==> config.mk <==
export PLATFORM = sky130hd
export DESIGN_NAME = stk_push_rule
export DESIGN_NICKNAME = d
export VERILOG_FILES = /design/src/rtl/stk_chk_pkg.sv /design/src/rtl/stk_push_rule.sv
export SDC_FILE = /design/constraint.sdc
export NUM_CORES = 1
export LEC_CHECK = 0
export BUFFER_PORTS_ARGS = -buffer_cell sky130_fd_sc_hd__buf_2
export CORE_ASPECT_RATIO = 1.25
export CORE_UTILIZATION = 25
export DETAILED_ROUTE_END_ITERATION = 7
export PLACE_DENSITY = 0.5
export SLEW_MARGIN = 5
export SYNTH_ARGS = -nofsm -noshare
export SYNTH_HDL_FRONTEND = slang
export SYNTH_SLANG_ARGS = --single-unit
==> constraint.sdc <==
create_clock -name vclk -period 7.2
set_input_delay 0.72 -clock vclk [all_inputs]
set_output_delay 0.72 -clock vclk [all_outputs]
set_load 0.01 [all_outputs]
==> src/rtl/stk_chk_pkg.sv <==
package stk_chk_pkg;

    parameter int SP_W     = 32;  // stack pointer / limit width
    parameter int SEL_W    = 16;  // selector width
    parameter int LEN_W    = 3;   // access length field width
    parameter int NARROW_W = 16;  // bound width when default size is small
    parameter int RPL_W    = 2;   // low selector bits cleared in error code

    localparam int WIDE_W = SP_W + 1;

    typedef logic [SP_W-1:0]   sp_t;
    typedef logic [WIDE_W-1:0] wide_t;
    typedef logic [LEN_W-1:0]  len_t;
    typedef logic [SEL_W-1:0]  sel_t;

    // Access-rights part of the descriptor
    typedef struct packed {
        logic valid;
        logic present;
        logic codedata;
        logic is_code;
        logic writable;
    } stk_rights_t;

    // Range part of the descriptor
    typedef struct packed {
        logic expdown;
        sp_t  limit;
        sp_t  seg_end;
    } stk_span_t;

    typedef enum logic [1:0] {
        SCR_PASS   = 2'd0,
        SCR_ABSENT = 2'd1,
        SCR_KIND   = 2'd2
    } screen_t;

    function automatic wide_t widen(sp_t v);
        return {1'b0, v};
    endfunction

    function automatic wide_t widen_len(len_t l);
        return wide_t'(l);
    endfunction

    function automatic sp_t top_bound(logic big);
        sp_t ub;
        if (big) ub = '1;
        else     ub = {{(SP_W-NARROW_W){1'b0}}, {NARROW_W{1'b1}}};
        return ub;
    endfunction

    function automatic sel_t strip_rpl(sel_t s);
        return {s[SEL_W-1:RPL_W], {RPL_W{1'b0}}};
    endfunction

endpackage

==> src/rtl/stk_push_rule.sv <==
module stk_push_rule
    import stk_chk_pkg::*;
(
    input  stk_span_t span,
    input  sp_t       sp,
    input  len_t      len,
    input  sp_t       ub,
    output logic      bad
);
    wide_t w_sp, w_len, w_lim, w_ub, w_after, w_prev;
    logic  sp_zero, below_len, down_bad, up_zero_bad, up_bad;

    assign w_sp    = widen(sp);
    assign w_len   = widen_len(len);
    assign w_lim   = widen(span.limit);
    assign w_ub    = widen(ub);
    assign w_after = w_sp - w_len;
    assign w_prev  = w_sp - wide_t'(1);

    assign sp_zero   = (w_sp == '0);
    assign below_len = (w_sp < w_len);

    // expand-down: new top must land strictly above the limit, inside bound
    assign down_bad    = sp_zero || below_len || (w_after <= w_lim) || (w_sp > w_ub);
    // expand-up, pointer wrapped at zero: only legal if segment spans everything
    assign up_zero_bad = (span.seg_end != ub);
    // expand-up, normal: last byte pushed is sp-1 and must be within limit
    assign up_bad      = below_len || (w_prev > w_lim);

    always_comb begin
        if (span.expdown)  bad = down_bad;
        else if (sp_zero)  bad = up_zero_bad;
        else               bad = up_bad;
    end
endmodule

Word-level counts from Yosys, hierarchy flattened. Index checks and enable logic that the tools add are counted.

Add/subtract/negate cells: 2. $lt $le $gt $ge: 4. Equality and inequality tests: 1. Multiplexer cells: 2. Reductions and logical operators: 5.

Operators with widths (number): > comparator 33 x 32 -> 1 bit (1); less-or-equal comparator 33 x 32 -> 1 bit (1); zero test 33 bit (1); subtractor 32 x 1 -> 33 bit (second input constant) (1); subtractor 32 x 3 -> 33 bit (1); > comparator 32 bit (1); less-than comparator 32 x 3 -> 1 bit (1); inequality test 32 bit (1); logical OR 1 bit (4); 2-to-1 mux 1 bit (2).

Bits in registers: 0. Input port bits: 132.

Logic depth before layout (Yosys ltp). Gate-level depths: netlist (run 1).

Depth after elaboration: 5. Gate-level depth with buffers: 17.

Worst setup path before layout (run 1). Ideal clock, no wire load.

Path kind: input-to-output. Start: input port sp[0]. End: output port bad. Arrival: 3.993 ns. Required time: 6.480 ns. Slack: 2.487 ns. Stages: 16. Buffers on the path: 1. Path through: inv_1 ha_1 fa_1 nor2b_1 or4b_1 buf_2 nor3_4 nand2_2 or3_1 xnor2_1 ha_1 nand4_1 nor4_1 nand2_1 o311a_1 a31oi_1.

Longest elaborated chain between the ends: 5. Elaborated cells between the ends (all ways): 13.

RTL lines: from (decl) (line stk_push_rule.sv:5) `input sp_t sp,`; subtractor 32 x 1 -> 33 bit, or another cell as far along (line stk_push_rule.sv:18) `assign w_prev = w_sp - wide_t'(1);`; > comparator 33 x 32 -> 1 bit, or another cell as far along (line stk_push_rule.sv:28) `assign up_bad = below_len || (w_prev > w_lim);`; logical OR 1 bit, on equally long branches (line stk_push_rule.sv:28, stk_push_rule.sv:24); 2-to-1 mux 1 bit or logical OR 1 bit (tied branches) (line stk_push_rule.sv:32, stk_push_rule.sv:24); 2-to-1 mux 1 bit (*) (line stk_push_rule.sv:31) `if (span.expdown) bad = down_bad;`; to (decl) (line stk_push_rule.sv:8) `output logic bad`.

Every way passes the cells marked *; elsewhere a longest branch is shown, timed or not.

Worst setup path in the final report (run 1). Same ends and word-level chain as after synthesis.

==> results.md, run 1 <==
- Final Max Slew Viols: 0
- Final wirelength: 14,100 um
- Footprint of the multi-input gates: 3720 um^2
- Count leader, synth: ha_1
- Cell family with most CP delay: simple AND/OR/NAND/NOR gates
- Slew headroom: 52.7%
- # hold bufs at CTS: 0
- Vias per cell: 4.84
- Ant. Diodes: 0
- Vias in the first global route: 4,185
- Share of the synthesized area in the top cell type: 31.1%
- DRT iter0 DRCs: 179
- Worst Hold Class: in2out
- GPL Wtd Cong: 0.883
- PortBufs: 133
- Row count: 51
- First-pass DRT Iterations: 4
- First-pass GRT wire length: 21,700 um
- Setup tns final: 0 ns
- Flop pwr share: 0%
- Tmin final: 5.49 ns
- Adder-Cell Fraction of Synth Area: 31.6%
- Bufs and invs on worst path: 3
- DP Area: 4910 um^2
- Leading area contributor after synthesis: ha_1
- Mapped Cells: 551
- FF/Latch Area: 0 um^2
- Core ar.: 15,800 um^2
- Post-DRT Antenna Nets: 0
- Power Internal: 111 uW
- Largest family of logic cells by synthesized area: adder cells
- Unrepaired setup endpoints after global routing: no
- Final nets: 905
- Fmax: 0.182 GHz
- Peak VDD IR: 0.0236 mV
- Synthesized Nets: 785
- Final Util: 31.2%
- CP Launch Type: input port
- CLK BUF: 0
- Dpl hpwl: 13,000 um
- Buffer count from post-CTS setup fixing: 0
- Crit Path Max Fanout: 7
- Status: completed
- Top cells by area, synth: ha_1 31%, xnor2_1 13%, inv_1 6.6%, xor2_1 6.5%, nand4_1 4.6%
- DR WL/cell: 16.0 um
- Largest net degree at the start of global routing: 11
- DIE AREA: 16,800 um^2
- Power Density: 51.1 nW/um^2
- Sw Pwr: 140 uW
- Worst path required time: 6.48 ns
- Post-Synth XOR/XNOR Area: 19.8%
- Layout cells sized above 1: 22.3%
- Post-Syn Area per Cell: 7.37 um^2
- Starting Density: 25.8%
- CP arrival: 4.77 ns
- Chip Width: 116 um
- P_leak: 0.00241 uW
- Number of remaining DRC errors: 0
- Worst path cell trace: buf_2 -> inv_1 -> ha_1 -> fa_1 -> nor2b_1 -> or4b_1 -> nor3_4 -> nand2_2 -> or3_1 -> xnor2_1 -> ha_1 -> nand4_1 -> nor4_1 -> nand2_1 -> o311a_1 -> a31oi_1 -> buf_2
- Synthesis-to-finish area growth: 20.9%
- Gr ovfl total: 0
- Worst Setup End Kind: output port
- Final Instance Area: 4910 um^2
- Routed vias: 4,261
- Io pins: 133
- Slowest CP cell: or4b_1
- Layout fillers: 1,787
- CTS resizes: 0
- Synth unique cells: 56
- Die Y: 145 um
- Post-synth top cells: 101 x ha_1, 71 x inv_1, 62 x xnor2_1
- Switching share of power: 55.6%
- Seq/Total Area, Yosys: 0%
- Simple-gate portion of the synthesized area: 27.2%
- Initial antenna violation count: 0
- Kind of critical path: in2out
- Total GRT Usage: 16.7%
- Setup-failing EPs final: 0
- Synth warnings: 0
- Num sequential: 0
- Compound-gate portion of the synthesized area: 12.8%
- CP max stage delay: 0.62 ns
- Final Hold Vio Count: 0
- Worst-Margin Slew: 0.703 ns
- MaxCap Viol Count: 0
- Final worst-path cycle share: 76.2%
- Clk network pwr share: 0%
- Mux cell area share after synthesis: 0%
- Synth Cell Area: 4060 um^2
- Logic pwr share: 100.0%
==> layout by cell type, fill, tap and decap left out, types with 2 or more instances in the layout <==
master / n
buf_2: 133
inv_1: 71
or4_1: 3
nor3_1: 11
nor3b_1: 2
xnor2_1: 62
xor2_1: 30
a31oi_1: 2
nor2b_1: 3
nor4_4: 3
or2_1: 2
nand2_1: 34
o211ai_1: 3
and3_1: 5
ha_1: 101
nand4_1: 30
nor4_1: 16
a211oi_1: 7
a21oi_1: 35
nand2_2: 2
o21a_1: 2
nand2b_1: 4
or3_1: 5
a21o_1: 9
nor3_4: 2
nand3_1: 20
a221oi_1: 2
nor2_1: 33
o21ai_0: 9
or2_2: 2
o31ai_1: 2
o41ai_1: 2
==> tightest hold or removal path: stages <==
cell	delay (ns)
buf_2	0.13
o311a_1	0.17
a31oi_1	0.12
buf_2	0.14
==> through the flow <==
| stage | instances | hold slack [ns] | setup WS (ns) | power, uW |
|---|---|---|---|---|
| final | 881 | 1.99 | 1.71 | 251 |
| after global routing | 881 | 2.02 | 1.50 | 286 |
| after CTS | 881 | 1.99 | 1.74 | 253 |
| after detailed placement | 881 | 1.98 | 1.75 | 252 |
| after global placement | 881 | 1.99 | 1.91 | 253 |
| after floorplan | 551 | 1.69 | 2.49 | 155 |
==> power groups by stage <==
stage	logic [uW]	registers [uW]	clock network (uW)
after detailed placement	252	0	0
final	251	0	0
after global placement	253	0	0
after floorplan	155	0	0
after global routing	286	0	0
after CTS	253	0	0
==> worst paths after layout <==
path  startpoint   to  slack (ns)  cells after the start
min     span[64]  bad        1.99                      4
max        sp[0]  bad        1.71                     17
==> cells by family after synthesis <==
family | Yosys count
AOI/OAI and AO/OA | 82
adders and majority gates | 102
xor gates and xnor gates | 92
buffers and inverters | 86
and+or+nand+nor | 189
==> area by class of cell <==
class	instances	share of cell area, %
Tap cell	212	5.40
Timing Repair Buffer	133	13.5
Inverter	71	5.42
Multi-Input combinational cell	465	75.6
==> layer usage <==
| metal | GRT usage [%] | vias to the layer above | routed length, um |
|---|---|---|---|
| li1 | - | 2200 | - |
| met1 | 20.9 | 1916 | 5950 |
| met2 | 30.5 | 124 | 7030 |
| met3 | 1.97 | 21 | 853 |
| met4 | 3.04 | 0 | 247 |
| met5 | 0 | - | 0 |
Note: power is estimated with default switching activity, not from simulation.
==> run 2, diff against run 1 <==
Settings changed: ABC_AREA from default to 1, PLACE_DENSITY 0.5 to 0.51.
Clock period 7.2 ns to 4.95 ns, I/O delays scaled along.
==> results.md, run 2 <==
- CLK BUF: 0 (unchanged)
- Number of remaining DRC errors: 12 (+12)
- Synth unique cells: 36 (-36%)
- Gr ovfl total: 0 (unchanged)
- Final worst-path cycle share: 81.9%
- Setup-failing EPs final: 0 (unchanged)
- Synth warnings: 0 (unchanged)
- Sw Pwr: 246 uW (+77%)
- Share of the synthesized area in the top cell type: 26.8% (-4.3 points)
- Unrepaired setup endpoints after global routing: no
- Row count: 55 (+7.8%)
- Slowest CP cell: ha_1
- Post-DRT Antenna Nets: 0 (unchanged)
- Initial antenna violation count: 0 (unchanged)
- Vias per cell: 4.46 (-7.7%)
- Routed vias: 5,051 (+19%)
- PortBufs: 133 (unchanged)
- Leading area contributor after synthesis: ha_1
- Flop pwr share: 0% (unchanged)
- MaxCap Viol Count: 0 (unchanged)
- Worst path most repeated cell: nand2_1
- P_leak: 0.00318 uW (+32%)
- CP arrival: 3.56 ns (-1.21 ns)
- Worst Setup End Kind: output port
- Setup tns final: 0 ns (unchanged)
- Core ar.: 18,300 um^2 (+16%)
- FF/Latch Area: 0 um^2 (unchanged)
- Post-Syn Area per Cell: 6.09 um^2 (-17%)
- Worst path cell trace: buf_2 -> inv_1 -> ha_1 -> fa_1 -> o21ai_2 -> nor2_4 -> inv_2 -> nor2_4 -> inv_2 -> nor3_2 -> xor2_1 -> ha_1 -> nand2_1 -> nor2_1 -> nand4_1 -> nor3_1 -> nand2_1 -> nand2_1 -> nand3_1 -> nand2_1 -> nand2_1 -> buf_2
- Synth Cell Area: 4720 um^2 (+16%)
- Power Density: 74.0 nW/um^2 (+45%)
- Top cells by area, synth: ha_1 27%, nand2_1 13%, xor2_1 12%, inv_1 11%, nor2_1 6.9%
- Kind of critical path: in2out
- GPL Wtd Cong: 0.905 (+2.4%)
- Tmin final: 4.05 ns
- Clk network pwr share: 0% (unchanged)
- Worst path required time: 4.45 ns (-2.03 ns)
- Vias in the first global route: 4,980 (+19%)
- Power Total: 416 uW (+66%)
- Worst Hold Class: in2out
- Chip Width: 125 um (+7.6%)
- Failing checks: design-rule violations
- Final nets: 1,140 (+26%)
- Final wirelength: 15,800 um (+12%)
- # hold bufs at CTS: 0 (unchanged)
- Mapped Cells: 775 (+41%)
- DR WL/cell: 13.9 um (-13%)
- Crit Path Max Fanout: 5 (-2)
- Starting Density: 25.8% (about the same)
- CP max stage delay: 0.31 ns (-0.31 ns)
- Switching share of power: 59.2% (+3.6 points)
- Count leader, synth: nand2_1
- DRT iter0 DRCs: 218 (+22%)
- Die Y: 156 um (+7.6%)
- Peak VDD IR: 0.0244 mV (+3.1%)
- CTS resizes: 0 (unchanged)
- Seq/Total Area, Yosys: 0% (unchanged)
- Dpl hpwl: 14,900 um (+15%)
- Layout cells sized above 1: 21.7% (-0.59 points)
- Ant. Diodes: 0 (unchanged)
- Io pins: 133 (unchanged)
- Largest net degree at the start of global routing: 8 (-3)
- CP Launch Type: input port
- Num sequential: 0 (unchanged)
- Slew headroom: 63.2% (+11 points)
- Commonest non-fill, non-tap cell in the layout: nand2_1
- Worst-Margin Slew: 0.547 ns (-0.156 ns)
- Final Max Slew Viols: 0 (unchanged)
- Synthesized Nets: 1,009 (+29%)
- First-pass GRT wire length: 24,800 um (+14%)
- Synthesis-to-finish area growth: 19.3%
- Total GRT Usage: 16.2% (-0.56 points)
- Final Hold Vio Count: 0 (unchanged)
- Logic pwr share: 100.0% (about the same)
- Buffer count from post-CTS setup fixing: 0 (unchanged)
- Power Internal: 170 uW (+53%)
- Status: complete, but fails checks
- Post-synth top cells: 166 x nand2_1, 141 x inv_1, 101 x ha_1
- First-pass DRT Iterations: 7 (+3)
- Fmax: 0.247 GHz
- DIE AREA: 19,400 um^2 (+16%)
- Most frequent cells in the layout: 166 x nand2_1, 141 x inv_1, 133 x buf_2, 101 x ha_1, 87 x nor2_1
==> run 2: cell types whose count changed in the layout (fill, tap and decap cells not counted), moves of 12 or more <==
cell | previous run | this run
nor4_1 | 16 | 4
nand2_1 | 34 | 166
inv_1 | 71 | 141
nor2_1 | 33 | 87
xnor2_1 | 62 | 19
xor2_1 | 30 | 63
nor2_2 | 0 | 12
nand4_1 | 30 | 17
==> run 2: layout make-up <==
| class | count | area (um^2) |
|---|---|---|
| repair buffers | 133 | 666 |
| well taps | 228 | 285 |
| fillers | 2116 | 12700 |
| multi-input cells | 617 | 4100 |
| inverters | 154 | 578 |
==> run 2: metal layers <==
layer	track usage [%]	vias up	part of all wire, %
met5	0	-	0
met4	3.25	0	2.2
met3	0.995	15	4.3
met2	31.0	105	50
met1	19.7	2227	43
li1	-	2704	-
==> run 2: worst max-delay path, delay by kind of cell <==
| kind | cells | cell delay [ns] |
|---|---|---|
| AOI/OAI and AO/OA | 1 | 0.12 |
| adders and majority gates | 3 | 0.78 |
| xor gates and xnor gates | 1 | 0.14 |
| buffers and inverters | 5 | 0.55 |
| and+or+nand+nor | 12 | 1.47 |
==> run 2: worst paths after layout <==
| path | start | end | slack (ns) | cells past startpoint |
|---|---|---|---|---|
| setup / recovery | sp[0] | bad | 0.90 | 22 |
| hold / removal | span[64] | bad | 1.36 | 4 |
==> run 2: per-stage QoR <==
stage / cell area [um^2] / hold slack (ns) / setup WS [ns] / util [%] / instances
after floorplan: 4720 / 1.11 / 1.55 / - / 775
after global placement: 5630 / 1.37 / 0.863 / 30.7 / 1132
after detailed placement: 5630 / 1.34 / 0.904 / 30.7 / 1132
after CTS: 5630 / 1.35 / 0.883 / 30.7 / 1132
after global routing: 5630 / 1.37 / 0.583 / 30.7 / 1132
final: 5630 / 1.36 / 0.896 / 30.7 / 1132
==> run 2: power groups by stage <==
stage | sequential, uW | clock, uW | combinational, uW
finish | 0 | 0 | 416
global route | 0 | 0 | 479
floorplan | 0 | 0 | 265
detailed placement | 0 | 0 | 422
CTS | 0 | 0 | 425
global placement | 0 | 0 | 423
==> run 2: kinds of logic (layout without fill, tap and decap cells) <==
group           count (synthesis)  in the layout  share of synthesized area [%]
buf+inv                       158            287                           13.1
fa+ha+maj                     102            102                           27.2
xor+xnor                       82             82                           15.2
simple gates                  370            370                           37.0
compound gates                 63             63                           7.45
==> run 3, diff against run 2 <==
Settings changed: ABC_AREA 1 to 0, PLACE_DENSITY 0.51 to 0.5.
Clock period 4.95 ns to 4.1 ns, I/O delays scaled along.
==> results.md, run 3 (synthesis gave the netlist of run 1 again) <==
- M1 wire length: 6380 um (-6.2%)
- DP Area: 5640 um^2 (+0.27%)
- Crit Path Max Fanout: 3 (-2)
- CP arrival: 3.85 ns (+0.29 ns)
- Routed vias: 4,628 (-8.4%)
- Ant. Diodes: 0 (unchanged)
- Setup-failing EPs final: 1 (+1)
- Final wirelength: 14,800 um (-6.2%)
- CLK BUF: 0 (unchanged)
- Fmax: 0.235 GHz
- Tmin final: 4.26 ns
- Final Max Slew Viols: 0 (unchanged)
- CP Launch Type: input port
- Vias per cell: 4.71 (+5.6%)
- Final Util: 36.5% (+5.8 points)
- Layout fillers: 1,739 (-18%)
- FF/Latch Area: 0 um^2 (unchanged)
- Unrepaired setup endpoints after global routing: yes
- Status: complete, but fails checks
- Dpl hpwl: 13,900 um (-7.0%)
- First-pass DRT Iterations: 4 (-3)
- Row count: 51 (-7.3%)
- Final nets: 1,006 (-12%)
- Worst Setup End Kind: output port
- Commonest non-fill, non-tap cell in the layout: buf_2
- Slew headroom: 63.3% (about the same)
- DR WL/cell: 15.1 um (+8.1%)
- Worst Hold Class: in2out
- First-pass GRT wire length: 22,300 um (-10%)
- CP max stage delay: 0.54 ns (+0.23 ns)
- Placement-stage worst setup slack: -0.481 ns (-1.39 ns)
- PortBufs: 133 (unchanged)
- Synthesis-to-finish area growth: 41.8%
- Core ar.: 15,800 um^2 (-14%)
- Initial antenna violation count: 0 (unchanged)
- DR top layer: met4
- Vias in the first global route: 4,463 (-10%)
- Most frequent cells in the layout: 132 x buf_2, 100 x buf_4, 99 x ha_1, 68 x inv_1, 62 x xnor2_1
- Worst path required time: 3.69 ns (-0.76 ns)
- Metal2 WL: 7540 um (-5.3%)
- Final Instance Area: 5760 um^2 (+2.4%)
- Total GRT Usage: 17.2% (+1.1 points)
- DIE AREA: 16,800 um^2 (-14%)
- DR WL met3: 583 um (-13%)
- Largest net degree at the start of global routing: 8 (unchanged)
- Final worst-path cycle share: 104%
- Io pins: 133 (unchanged)
- Failing checks: negative setup slack
- Worst-Margin Slew: 0.546 ns (-0.00120 ns)
- Chip Width: 116 um (-7.1%)
- Gr ovfl total: 0 (unchanged)
- Peak VDD IR: 0.0415 mV (+70%)
- Power Density: 88.6 nW/um^2 (+20%)
- Slowest CP cell: or4b_4
- Starting Density: 25.8% (about the same)
- Final Hold Vio Count: 0 (unchanged)
- Worst path cell trace: buf_8 -> inv_4 -> ha_4 -> fa_2 -> nor2b_2 -> or4b_4 -> nor3_4 -> buf_6 -> nand3_4 -> nor4b_4 -> xor2_1 -> ha_1 -> nand4_1 -> nor4_4 -> nand2_1 -> o311a_1 -> a31oi_2 -> buf_2
- Number of remaining DRC errors: 0 (-12)
- DRT iter0 DRCs: 127 (-42%)
- Final worst setup slack: -0.158 ns (-1.05 ns)
- MaxCap Viol Count: 0 (unchanged)
- Cell family with most CP delay: simple AND/OR/NAND/NOR gates
- GPL Wtd Cong: 0.872 (-3.6%)
- Kind of critical path: in2out
- P_leak: 0.00292 uW (-8.0%)
- Bufs and invs on worst path: 4 (-1)
- Num sequential: 0 (unchanged)
- Layout cells sized above 1: 34.2% (+12 points)
- Post-DRT Antenna Nets: 0 (unchanged)
- Die Y: 145 um (-7.1%)
==> run 3: per-stage QoR <==
stage | hold WS [ns] | TNS (ns) | std cells | power (uW)
6_report | 1.36 | -0.158 | 982 | 511
5_1_grt | 1.38 | -0.344 | 982 | 574
4_1_cts | 1.35 | -0.197 | 982 | 516
3_5_place_dp | 1.35 | -0.481 | 978 | 503
3_3_place_gp | 1.36 | -0.408 | 978 | 502
2_1_floorplan | 1.07 | 0 | 551 | 272
==> run 3: what timing repair did <==
| action | 4_1_cts | 5_1_grt |
|---|---|---|
| cloned | 0 | 0 |
| endpoints found under the setup margin | 1 | 1 |
| hold endpoints to repair | 0 | 0 |
| resized for setup | 18 | 1 |
| buffers inserted | 4 | 0 |
| pin swaps | 13 | 1 |
| hold buffers | 0 | 0 |
==> run 3: worst paths after layout <==
| kind | startpoint | endpoint | cells after the start |
|---|---|---|---|
| max | sp[0] | bad | 18 |
| min | span[64] | bad | 4 |
==> run 3: final cells by class <==
cell class | count | area (um^2) | share of cell area [%]
inverter | 71 | 269 | 4.67
multi-input combinational | 465 | 3790 | 65.8
tap | 212 | 265 | 4.61
timing repair buffer | 234 | 1440 | 25.0
==> run 3: layer usage <==
metal  global-route usage, %  up-vias
met2                    32.4      112
li1                        -     2401
met5                       0        -
met3                    1.05       18
met4                    3.24        0
met1                    21.3     2097
==> run 3: tightest hold or removal path, cell delays in order <==
cell and delay, ns:
buf_2 0.13, o311a_1 0.18, a31oi_2 0.10, buf_2 0.14
==> run 3: where the power goes <==
part	leakage [uW]	internal (uW)	switching [uW]	total, uW
Sequential	0	0	0	0
Clock	0	0	0	0
Combinational	0.00292	249	262	511
Total	0.00292	249	262	511
